### src/rtl/otp_pkg.sv
package otp_pkg;
    typedef enum logic [2:0] {
        M_STANDBY = 3'd0,
        M_READ    = 3'd1,
        M_OUTDIS  = 3'd2,
        M_PROGRAM = 3'd3,
        M_VERIFY  = 3'd4,
        M_INHIBIT = 3'd5,
        M_IDENT   = 3'd6
    } otp_mode_e;
endpackage

### src/rtl/otp_mode_decode.sv
module otp_mode_decode
    import otp_pkg::*;
#(
    parameter int ADDR_W = 17
) (
    input  logic              ce_n,
    input  logic              oe_n,
    input  logic              pgm_n,
    input  logic              vpp_hi,
    input  logic              a9_hv,
    input  logic [ADDR_W-1:0] addr,
    output otp_mode_e         next_mode
);
    logic upper_clear;

    assign upper_clear = (addr[ADDR_W-1:1] == '0);

    // Priority: chip select, then output gate, then programming supply.
    always_comb begin
        if (ce_n) begin
            next_mode = vpp_hi ? M_INHIBIT : M_STANDBY;
        end else if (oe_n) begin
            next_mode = (vpp_hi && !pgm_n) ? M_PROGRAM : M_OUTDIS;
        end else if (vpp_hi) begin
            next_mode = pgm_n ? M_VERIFY : M_OUTDIS;
        end else if (a9_hv && upper_clear) begin
            next_mode = M_IDENT;
        end else begin
            next_mode = M_READ;
        end
    end
endmodule

### src/rtl/otp_array.sv
module otp_array #(
    parameter int DATA_W = 16,
    parameter int DEPTH  = 64,
    localparam int AW    = $clog2(DEPTH)
) (
    input  logic              clk,
    input  logic              rst_n,
    input  logic              wr_en,
    input  logic [AW-1:0]     idx,
    input  logic [DATA_W-1:0] wdata,
    output logic [DATA_W-1:0] rdata
);
    logic [DATA_W-1:0] cells [DEPTH];

    for (genvar g = 0; g < DEPTH; g++) begin : g_word
        always_ff @(posedge clk or negedge rst_n) begin
            if (!rst_n) begin
                cells[g] <= '1;
            end else if (wr_en && (idx == AW'(g))) begin
                cells[g] <= cells[g] & wdata;
            end
        end
    end

    assign rdata = cells[idx];
endmodule

### src/rtl/otp_mode_ctrl.sv
module otp_mode_ctrl
    import otp_pkg::*;
#(
    parameter int          ADDR_W    = 17,
    parameter int          DATA_W    = 16,
    parameter int          MEM_DEPTH = 64,
    parameter logic [15:0] MFR_CODE  = 16'h001E,
    parameter logic [15:0] DEV_CODE  = 16'h00F7
) (
    input  logic              clk,
    input  logic              rst_n,
    input  logic              ce_n,
    input  logic              oe_n,
    input  logic              pgm_n,
    input  logic              vpp_hi,
    input  logic              a9_hv,
    input  logic [ADDR_W-1:0] addr,
    input  logic [DATA_W-1:0] din,
    output logic [DATA_W-1:0] dout,
    output logic              dout_en,
    output logic [2:0]        mode
);
    localparam int MEM_AW = $clog2(MEM_DEPTH);

    otp_mode_e         next_mode;
    otp_mode_e         mode_q;
    logic [DATA_W-1:0] word_rd;
    logic [DATA_W-1:0] dout_q;
    logic              en_q;

    otp_mode_decode #(.ADDR_W(ADDR_W)) u_decode (
        .ce_n      (ce_n),
        .oe_n      (oe_n),
        .pgm_n     (pgm_n),
        .vpp_hi    (vpp_hi),
        .a9_hv     (a9_hv),
        .addr      (addr),
        .next_mode (next_mode)
    );

    otp_array #(.DATA_W(DATA_W), .DEPTH(MEM_DEPTH)) u_array (
        .clk   (clk),
        .rst_n (rst_n),
        .wr_en (next_mode == M_PROGRAM),
        .idx   (addr[MEM_AW-1:0]),
        .wdata (din),
        .rdata (word_rd)
    );

    // State register
    always_ff @(posedge clk or negedge rst_n) begin
        if (!rst_n) begin
            mode_q <= M_STANDBY;
        end else begin
            mode_q <= next_mode;
        end
    end

    // Output register
    always_ff @(posedge clk or negedge rst_n) begin
        if (!rst_n) begin
            dout_q <= '0;
            en_q   <= 1'b0;
        end else begin
            unique case (next_mode)
                M_READ, M_VERIFY: begin
                    dout_q <= word_rd;
                    en_q   <= 1'b1;
                end
                M_IDENT: begin
                    dout_q <= addr[0] ? DATA_W'(DEV_CODE) : DATA_W'(MFR_CODE);
                    en_q   <= 1'b1;
                end
                M_STANDBY, M_OUTDIS, M_PROGRAM, M_INHIBIT: begin
                    dout_q <= '0;
                    en_q   <= 1'b0;
                end
                default: begin
                    dout_q <= '0;
                    en_q   <= 1'b0;
                end
            endcase
        end
    end

    assign dout    = dout_q;
    assign dout_en = en_q;
    assign mode    = mode_q;
endmodule

### config.mk
export PLATFORM = sky130hd
export DESIGN_NAME = otp_mode_ctrl
export DESIGN_NICKNAME = d
export VERILOG_FILES = /design/src/rtl/otp_pkg.sv /design/src/rtl/otp_mode_decode.sv /design/src/rtl/otp_array.sv /design/src/rtl/otp_mode_ctrl.sv
export SDC_FILE = /design/constraint.sdc
export NUM_CORES = 1
export LEC_CHECK = 0
export BUFFER_PORTS_ARGS = -buffer_cell sky130_fd_sc_hd__clkbuf_2
export CAP_MARGIN = 40
export CORE_MARGIN = 2
export CORE_UTILIZATION = 55
export CTS_BUF_LIST = sky130_fd_sc_hd__clkbuf_8 sky130_fd_sc_hd__clkbuf_16
export DETAILED_ROUTE_END_ITERATION = 12
export PLACE_DENSITY_LB_ADDON = 0.12
export SETUP_SLACK_MARGIN = 0.3
export SLEW_MARGIN = 20
export SYNTH_ARGS = -nofsm -noshare
export SYNTH_HDL_FRONTEND = slang
export SYNTH_SLANG_ARGS = --single-unit
### constraint.sdc
create_clock -name clk -period 1.98 [get_ports clk]
set_input_delay 0.297 -clock clk [delete_from_list [all_inputs] [get_ports clk]]
set_output_delay 0.297 -clock clk [all_outputs]
set_load 0.02 [all_outputs]
==> results.cfg, run 1 <==
[die]
coreArea_sq_um = 80400
num_rows = 104
die_area_sq_um = 83400
initial_core_util_pct = 55.5
pin_count = 60
die_width_um = 289
die_h_um = 289

[final_layout]
syn2layout_area_growth_pct = 19.2
drive_above_1_share_pct = 56.7
finalNonFillerCells = 4391
final_cell_area_sq_um = 53200
fin_nets = 3280
filler_cell_count = 5557
antenna_cells = 0

[sta]
slew-limit-headroom_pct = 61.3
grt_setup_unrepaired = true
drv_slew = 0
hold_viol = 0
max_slew.worst_pin.slew_ps = 580
max_freq_mhz = 486
fin_skew_ps = 14.7
setup_viol = 6
post-route-period-util_pct = 104
setup_ws_ps = -78.8
period_minus_slack_ps = 2060

[drt]
via_count = 28000
drt-total-wl_mm = 125
drt_iter0_drc = 2139
drt_pre_antenna_iters = 5
drc = 0
wl_per_cell_um = 28.4
vias_per_cell = 6.39
antenna_left = 0

[placed_design]
dpl.hpwl_mm = 79.7
place_inst = 4179
post_dp_cell_area_sq_um = 49200
portBuffers = 59
gp_congestion = 0.872

[global_route]
grt.total_usage_pct = 30.7
grt_pass1_wl_mm = 191
grt_remaining_overflow = 0
grt_pass1_vias = 30000
grt_start_max_net_pins = 102
antenna_found_initial = 1

[yosys]
synthAdderAreaFrac_pct = 0
synth_edf_count = 0
syn_area_sq_um = 44600
synth.area.top_cells = dfstp_2, o21a_1, mux4_2
yosysWarningCount = 0
synthSimpleGateAreaFrac_pct = 2.01
synthArstFlopShare_pct = 100
ys_ff_latch = 1044
synth_area_leader_cell = dfstp_2
synth_cell_types = 35
synth_compound_area_share_pct = 19.5
synth_top_family_by_area = compound AO/OA/AOI/OAI gates
synthCells = 3065
yosys-top-cells-count = dfstp_2, o21a_1, mux4_2, clkbuf_1, mux2i_1
syn_avg_cell_area_sq_um = 14.6
syn_nets = 3105
yosys_most_used_dff = dfstp_2
ys_seq_area_share_pct = 61.4
synth_xor_area_share_pct = 0
yosys.area.top_type_share_pct = 60.3
synth_mux_area_share_pct = 14.4

[worst_hold_path]
hp-class = primary input to flop
hold_start = pgm_n
min_to = mode[1]
hold_path_depth = 4

[worst_setup_path]
critPathMaxFanout = 2
crit_arrival_ps = 2610
crit_chain = mux4_2 -> mux4_2 -> mux2_4 -> a22o_1
r2r_end = dout[12]
path_class = flop to flop
worst_path_most_repeated_cell = mux4_2
cp_top_family = multiplexers
rr_startpoint = u_array.cells[924]
cp.required_ps = 2530
worst_r2r_path_depth = 4
crit_path_start_kind = flop
worstSetupEndpointType = flop
cp_slowest_cell = mux4_2
crit_buf_inv = 0
r2r_slack_ps = -80
critical_path.max_stage_delay_ps = 530

[cts]
clock_latency_ps = 670
cts_tree = built
clock_path_buffers = 3
clockRootBuffer = clkbuf_16
cts_made_buffers = 108
clock-sinks = 1044
clk_pin_slew_worst_paths_ps = 60
cts_htree_levels = 3

[outcome]
status = complete, but fails checks
violations = setup timing

[pwr]
power_leakage_uw = 0.0206
cellPowerDensity_nw_per_um2 = 836
vdd_drop_max_v = 0.000888

[run]
drv_cap = 0
==> metrics by stage <==
stage                     hold slack, ps  setup slack (ps)  util, %  power [uW]  TNS (ps)
after floorplan                     1.41              -123        -       22900      -960
final                               47.9             -78.8     66.1       44500      -179
after detailed placement             444              -639     61.2       24300   -217840
after global placement               443              -647     61.2       24200   -184930
after CTS                           10.9             -87.2     65.9       44800      -213
after global routing                63.1              -106     66.1       45900      -371
==> layout make-up <==
| class | count | area (sq um) | share of cell area [%] |
|---|---|---|---|
| flip-flops and latches | 1044 | 27400 | 51.5 |
| repair buffers | 348 | 4230 | 7.96 |
| multi-input cells | 1737 | 16600 | 31.2 |
| inverters | 1 | 16.3 | 0.0306 |
| well taps | 1060 | 1330 | 2.49 |
| clock buffers | 138 | 3130 | 5.88 |
| clock inverters | 63 | 507 | 0.953 |
==> layer usage <==
metal	global-route usage (%)	vias to the layer above	share of wire [%]	routed length [um]
met2	48.7	858	48	59500
met5	0	-	0	0
met3	5.68	214	5.7	7090
met4	10.2	0	3.2	4010
met1	43.2	15300	43	54100
li1	-	11700	-	-
==> layout by cell type (no fill, tap or decap), types with 3 or more instances in the layout <==
cell           instances
nand2_2               54
a22oi_1               77
nand2_4                6
dfstp_2             1024
nor2_4                11
nand3_2                6
clkinv_2              17
clkbuf_8              29
buf_4                145
nor2b_1                4
dfrtp_1               19
clkbuf_2              55
inv_1                 30
o21ai_0                4
mux2_4                 9
o22ai_1                7
nor2b_2                3
mux2i_1              138
nor2_1                 8
mux2_2                10
bufinv_16              8
nor3_1                 4
nand4_1                3
nand3_1               25
nor3_4                 4
o21ai_2                4
dlygate4sd3_1          8
nand2_1               54
clkbuf_16            110
o21ai_1                4
inv_6                  7
a221oi_1               5
a22o_1                 8
a22oi_2               21
o21a_1              1024
and2_1                 3
a21oi_1                7
nor2_2                 3
buf_12               134
mux4_2               214
==> state kept, by name, indices dropped and copies added (netlist names) <==
register,cells
mode,3
dout,16
u_array.cells,1024
dout_en,1
==> how the worst max path moves through the flow <==
stage	endpoint	cells after the start	slack, ps	from
after floorplan	dout[12]	6	-120	addr[1]
after global placement	dout[7]	11	-650	addr[0]
final	dout[12]	4	-80	u_array.cells[924]
after global routing	dout[12]	4	-110	u_array.cells[924]
after CTS	dout[12]	4	-90	u_array.cells[924]
after detailed placement	dout[7]	11	-640	addr[0]
==> tightest hold or removal path, stage by stage <==
cell and delay (ps):
clkbuf_2 100, nor2b_2 50, nor3_1 170, nor2_1 60
==> power by group <==
part	internal, uW	leakage [uW]	switching [uW]
logic	834	0.00787	1710
clock network	12100	0.00192	8370
registers	21500	0.0108	7.50
==> what timing repair did <==
item | CTS | global route
hold buffers | 8 | 0
buffers inserted | 0 | 2
hold endpoints to repair | 49 | 0
gates resized for setup | 30 | 33
pin swaps | 12 | 16
setup endpoints to repair | 36 | 76
cloned | 0 | 1
==> kinds of logic (layout without fill, tap and decap cells) <==
family | after synthesis | after routing
AOI/OAI and AO/OA | 1163 | 1163
buffers and inverters | 284 | 550
DFF | 1044 | 1044
muxes | 371 | 371
and+or+nand+nor | 203 | 203
Note: power is estimated with default switching activity, not from simulation.
==> inputs of run 2 (changes only) <==
--- a/config.mk
+++ b/config.mk
@@ -8,10 +8,11 @@
 export BUFFER_PORTS_ARGS = -buffer_cell sky130_fd_sc_hd__clkbuf_2
 export CAP_MARGIN = 40
 export CORE_MARGIN = 2
-export CORE_UTILIZATION = 55
+export CORE_UTILIZATION = 57
 export CTS_BUF_LIST = sky130_fd_sc_hd__clkbuf_8 sky130_fd_sc_hd__clkbuf_16
 export DETAILED_ROUTE_END_ITERATION = 12
 export PLACE_DENSITY_LB_ADDON = 0.12
+export RECOVER_POWER = 50
 export SETUP_SLACK_MARGIN = 0.3
 export SLEW_MARGIN = 20
 export SYNTH_ARGS = -nofsm -noshare
==> results.cfg, run 2 (synthesis results as in run 1) <==
[pwr]
switchingPower_uw = 9990
cellPowerDensity_nw_per_um2 = 839
power_frac_clock_pct = 46.2
p_int_uw = 34500
combPwrFrac_pct = 5.5
power_leakage_uw = 0.0205
seq_power_share_pct = 48.2
switching_share_pct = 22.5
vdd_drop_max_v = 0.000609

[worst_setup_path]
r2r_slack_ps = -50
crit_arrival_ps = 2570
worst_r2r_path_depth = 4
rr_startpoint = u_array.cells[667]
crit_start = u_array.cells[667]
cp.required_ps = 2520
worstSetupEndpointType = flop
r2r_end = dout[11]
crit_path_start_kind = flop
cp-endpoint = dout[11]
critPathMaxFanout = 2
path_class = flop to flop

[placed_design]
gp_congestion = 0.853
place_inst = 4160
portBuffers = 59
dpl.hpwl_mm = 78.5
dp_slack_ps = -796

[final_layout]
largest_register = u_array.cells
layout_common_cells = o21a_1, dfstp_2, mux4_2
finalNonFillerCells = 4360
antenna_cells = 0
multi_input_area_sq_um = 16600
filler_cell_count = 5219
largest_reg_flops = 1024
fin_nets = 3277
final-seq-area_sq_um = 27400
drive_above_1_share_pct = 57.2
syn2layout_area_growth_pct = 18.9

[cts]
clockRootBuffer = clkbuf_16
cts_htree_levels = 3
cts_tree = built
clock_path_buffers = 3
clock_latency_ps = 660
clk_pin_slew_worst_paths_ps = 60
cts_made_buffers = 106
clock-sinks = 1044

[sta]
drv_slew = 66
max_slew.worst_pin.slew_ps = 1590
setup_viol = 6
setup_ws_ps = -45.1
post-route-period-util_pct = 102
grt_setup_unrepaired = true
max_freq_mhz = 494
fin_skew_ps = 24.6
period_minus_slack_ps = 2030
hold_viol = 0
slew-limit-headroom_pct = -5.89

[drt]
antenna_left = 0
drt_pre_antenna_iters = 5
via_count = 28200
wl_per_cell_um = 28.2
drc = 0
drt_iter0_drc = 2447
drt-total-wl_mm = 123
vias_per_cell = 6.46

[die]
num_rows = 102
initial_core_util_pct = 57.6
die_h_um = 284
coreArea_sq_um = 77500
die_area_sq_um = 80500
die_width_um = 284
pin_count = 60

[global_route]
grt_remaining_overflow = 0
grt_pass1_vias = 29800
grt.total_usage_pct = 31.0
grt_pass1_wl_mm = 189
grt_start_max_net_pins = 109
antenna_found_initial = 2

[outcome]
violations = capacitance limit, slew limit, setup timing
status = complete, but fails checks

[run]
drv_cap = 1

[worst_hold_path]
hp-class = primary input to flop
==> run 2: cell count changes in the layout (fill, tap and decap cells not counted), sizes merged, moves of 3 or more <==
cell / change
buf: -25
clkbuf: +21
inv: -11
clkinvlp: +4
dlygate4sd3: -4
bufinv: +3
==> run 2: per-layer routing <==
layer / vias up / routed length [um] / GRT usage (%)
met5: - / 7 / 0
met4: 2 / 3780 / 9.83
met3: 225 / 8010 / 5.23
met2: 1070 / 57700 / 48.0
met1: 15200 / 53600 / 45.2
li1: 11700 / - / -
==> run 2: power groups by stage <==
| stage | Combinational, uW | Clock, uW | Sequential (uW) |
|---|---|---|---|
| detailed placement | 2470 | 0 | 21800 |
| global placement | 2420 | 0 | 21800 |
| CTS | 2530 | 20900 | 21500 |
| finish | 2460 | 20600 | 21500 |
| floorplan | 1140 | 0 | 21800 |
| global route | 2640 | 21800 | 21500 |
==> run 2: worst max-delay path: stages (launching register included) <==
cell and delay, ps:
dfstp_2 370, mux4_2 470, mux4_2 540, mux2_4 320, a22o_1 220
==> run 2: timing repair <==
item / CTS / global route
endpoints found under the hold margin: 32 / 0
resized for setup: 64 / 15
cloned: 2 / 0
hold buffers: 4 / 0
pin swaps: 17 / 21
setup endpoints to repair: 20 / 16
buffers inserted: 1 / 1
==> run 2: layout make-up <==
class,count,share of cell area [%]
clock inverters,58,1.06
inverters,1,0.0307
clock buffers,133,5.76
multi-input cells,1738,31.3
repair buffers,346,7.67
flip-flops and latches,1044,51.7
well taps,1040,2.45
==> run 2: how the worst min path moves through the flow <==
stage / start / end / slack, ps / cells past startpoint
2_1_floorplan: rst_n / dout[0] / 1 / 0
3_3_place_gp: rst_n / u_array.cells[304] / 400 / 1
3_5_place_dp: rst_n / u_array.cells[304] / 400 / 1
4_1_cts: pgm_n / mode[0] / 10 / 4
5_1_grt: pgm_n / mode[0] / 60 / 4
6_report: pgm_n / mode[0] / 50 / 4
==> run 2: stage by stage <==
stage,power [uW],hold slack [ps],TNS (ps),instance area (sq um),utilization [%]
3_5_place_dp,24200,402,-241900,49200,63.6
5_1_grt,45900,55.2,-7100,53000,68.5
2_1_floorplan,22900,1.41,-960,45600,-
3_3_place_gp,24200,401,-223790,49200,63.6
4_1_cts,44900,10.9,-199,53200,68.7
6_report,44500,52.9,-153,53000,68.5
==> inputs of run 3 (changes only) <==
--- a/config.mk
+++ b/config.mk
@@ -11,7 +11,7 @@
 export CORE_UTILIZATION = 57
 export CTS_BUF_LIST = sky130_fd_sc_hd__clkbuf_8 sky130_fd_sc_hd__clkbuf_16
 export DETAILED_ROUTE_END_ITERATION = 12
-export PLACE_DENSITY_LB_ADDON = 0.12
+export PLACE_DENSITY = 0.76
 export RECOVER_POWER = 50
 export SETUP_SLACK_MARGIN = 0.3
 export SLEW_MARGIN = 20
==> results.cfg, run 3 (synthesis results as in run 1) <==
[outcome]
status = complete, but fails checks
violations = capacitance limit, slew limit, setup timing

[cts]
clockRootBuffer = clkbuf_16
clock_latency_ps = 660
cts_htree_levels = 3
cts_tree = built
cts_made_buffers = 100
clock_path_buffers = 3
clock-sinks = 1044
clk_pin_slew_worst_paths_ps = 60

[die]
coreArea_sq_um = 77500
initial_core_util_pct = 57.6
die_h_um = 284
die_width_um = 284
pin_count = 60
num_rows = 102
die_area_sq_um = 80500

[worst_setup_path]
worstSetupEndpointType = flop
crit_arrival_ps = 2620
crit_path_start_kind = flop
path_class = flop to flop
rr_startpoint = u_array.cells[665]
crit_start = u_array.cells[665]
r2r_slack_ps = -110
worst_r2r_path_depth = 4
critPathMaxFanout = 2
cp.required_ps = 2520
r2r_end = dout[9]
cp-endpoint = dout[9]

[final_layout]
multi_input_area_sq_um = 16600
final-seq-area_sq_um = 27400
layout_common_cells = o21a_1, dfstp_2, mux4_2
drive_above_1_share_pct = 57.1
largest_register = u_array.cells
final_cell_area_sq_um = 52900
fin_nets = 3270
filler_cell_count = 4973
largest_reg_flops = 1024
syn2layout_area_growth_pct = 18.5

[sta]
max_freq_mhz = 480
fin_skew_ps = 29.1
setup_viol = 5
setup_tns_ps = -243
max_slew.worst_pin.slew_ps = 1590
drv_slew = 38
hold_viol = 0
hold_ws_ps = 68.3
grt_setup_unrepaired = true
slew-limit-headroom_pct = -5.84
post-route-period-util_pct = 105
period_minus_slack_ps = 2090
setup_ws_ps = -105

[drt]
drc = 0
drt_iter0_drc = 2462
wl_per_cell_um = 27.8
via_count = 28600
antenna_left = 0
drt-total-wl_mm = 121
drt_pre_antenna_iters = 5
vias_per_cell = 6.56

[worst_hold_path]
hold_start = pgm_n
hp-class = primary input to flop

[pwr]
power.total_uw = 44000
cellPowerDensity_nw_per_um2 = 831
power_frac_clock_pct = 45.6
switching_share_pct = 22.4
p_int_uw = 34100
vdd_drop_max_v = 0.000680
combPwrFrac_pct = 5.6
seq_power_share_pct = 48.8
switchingPower_uw = 9830
power_leakage_uw = 0.0204

[placed_design]
gp_congestion = 0.863
portBuffers = 59
dpl.hpwl_mm = 75.9
post_dp_cell_area_sq_um = 49000

[global_route]
antenna_found_initial = 2
grt.total_usage_pct = 30.3
grt_pass1_vias = 31000
grt_remaining_overflow = 0
grt_start_max_net_pins = 98
grt_pass1_wl_mm = 187

[run]
drv_cap = 1
==> run 3: area by class of cell <==
cell class	count	area share (%)
Antenna cell	1	0.00473
Inverter	1	0.0308
Sequential cell	1044	51.8
Multi-Input combinational cell	1738	31.5
Timing Repair Buffer	345	7.61
Clock inverter	62	1.21
Clock buffer	123	5.40
Tap cell	1040	2.46
==> run 3: metal layers <==
metal	part of all wire [%]	up-vias	track usage, %
li1	-	11600	-
met3	7.5	262	6.12
met4	4.1	2	13.8
met5	0.0074	-	0
met2	48	1261	48.1
met1	41	15400	40.8
==> run 3: power groups by stage <==
stage          registers, uW  clock network [uW]  logic, uW
6_report               21500               20100       2460
5_1_grt                21500               21200       2610
4_1_cts                21500               20300       2440
3_5_place_dp           21800                   0       2400
3_3_place_gp           21800                   0       2330
2_1_floorplan          21800                   0       1140
==> run 3: how the worst min path moves through the flow <==
stage                         end  slack (ps)  cells past startpoint
2_1_floorplan             dout[0]           1                      0
3_3_place_gp   u_array.cells[346]         440                      1
3_5_place_dp    u_array.cells[22]         450                      1
4_1_cts                   mode[1]          40                      4
5_1_grt                   mode[0]          90                      4
6_report                  mode[0]          70                      4
==> run 3: repair_timing <==
action,4_1_cts,5_1_grt
pin swaps,23,16
buffers inserted,2,2
endpoints found under the hold margin,40,0
setup endpoints to repair,16,16
gates cloned,0,2
hold buffers,5,0
gates resized for setup,44,35
==> run 3: worst max-delay path, stage by stage (launching register included) <==
cell     delay (ps)
dfstp_2         370
mux4_2          470
mux4_2          610
mux2_4          320
a22o_1          230
==> run 3: metrics by stage <==
stage / instances / util (%) / setup slack (ps)
finish: 4354 / 68.3 / -105
global placement: 4157 / 63.3 / -721
floorplan: 3065 / - / -123
detailed placement: 4157 / 63.3 / -747
CTS: 4349 / 68.1 / -45.0
global route: 4353 / 68.3 / -108
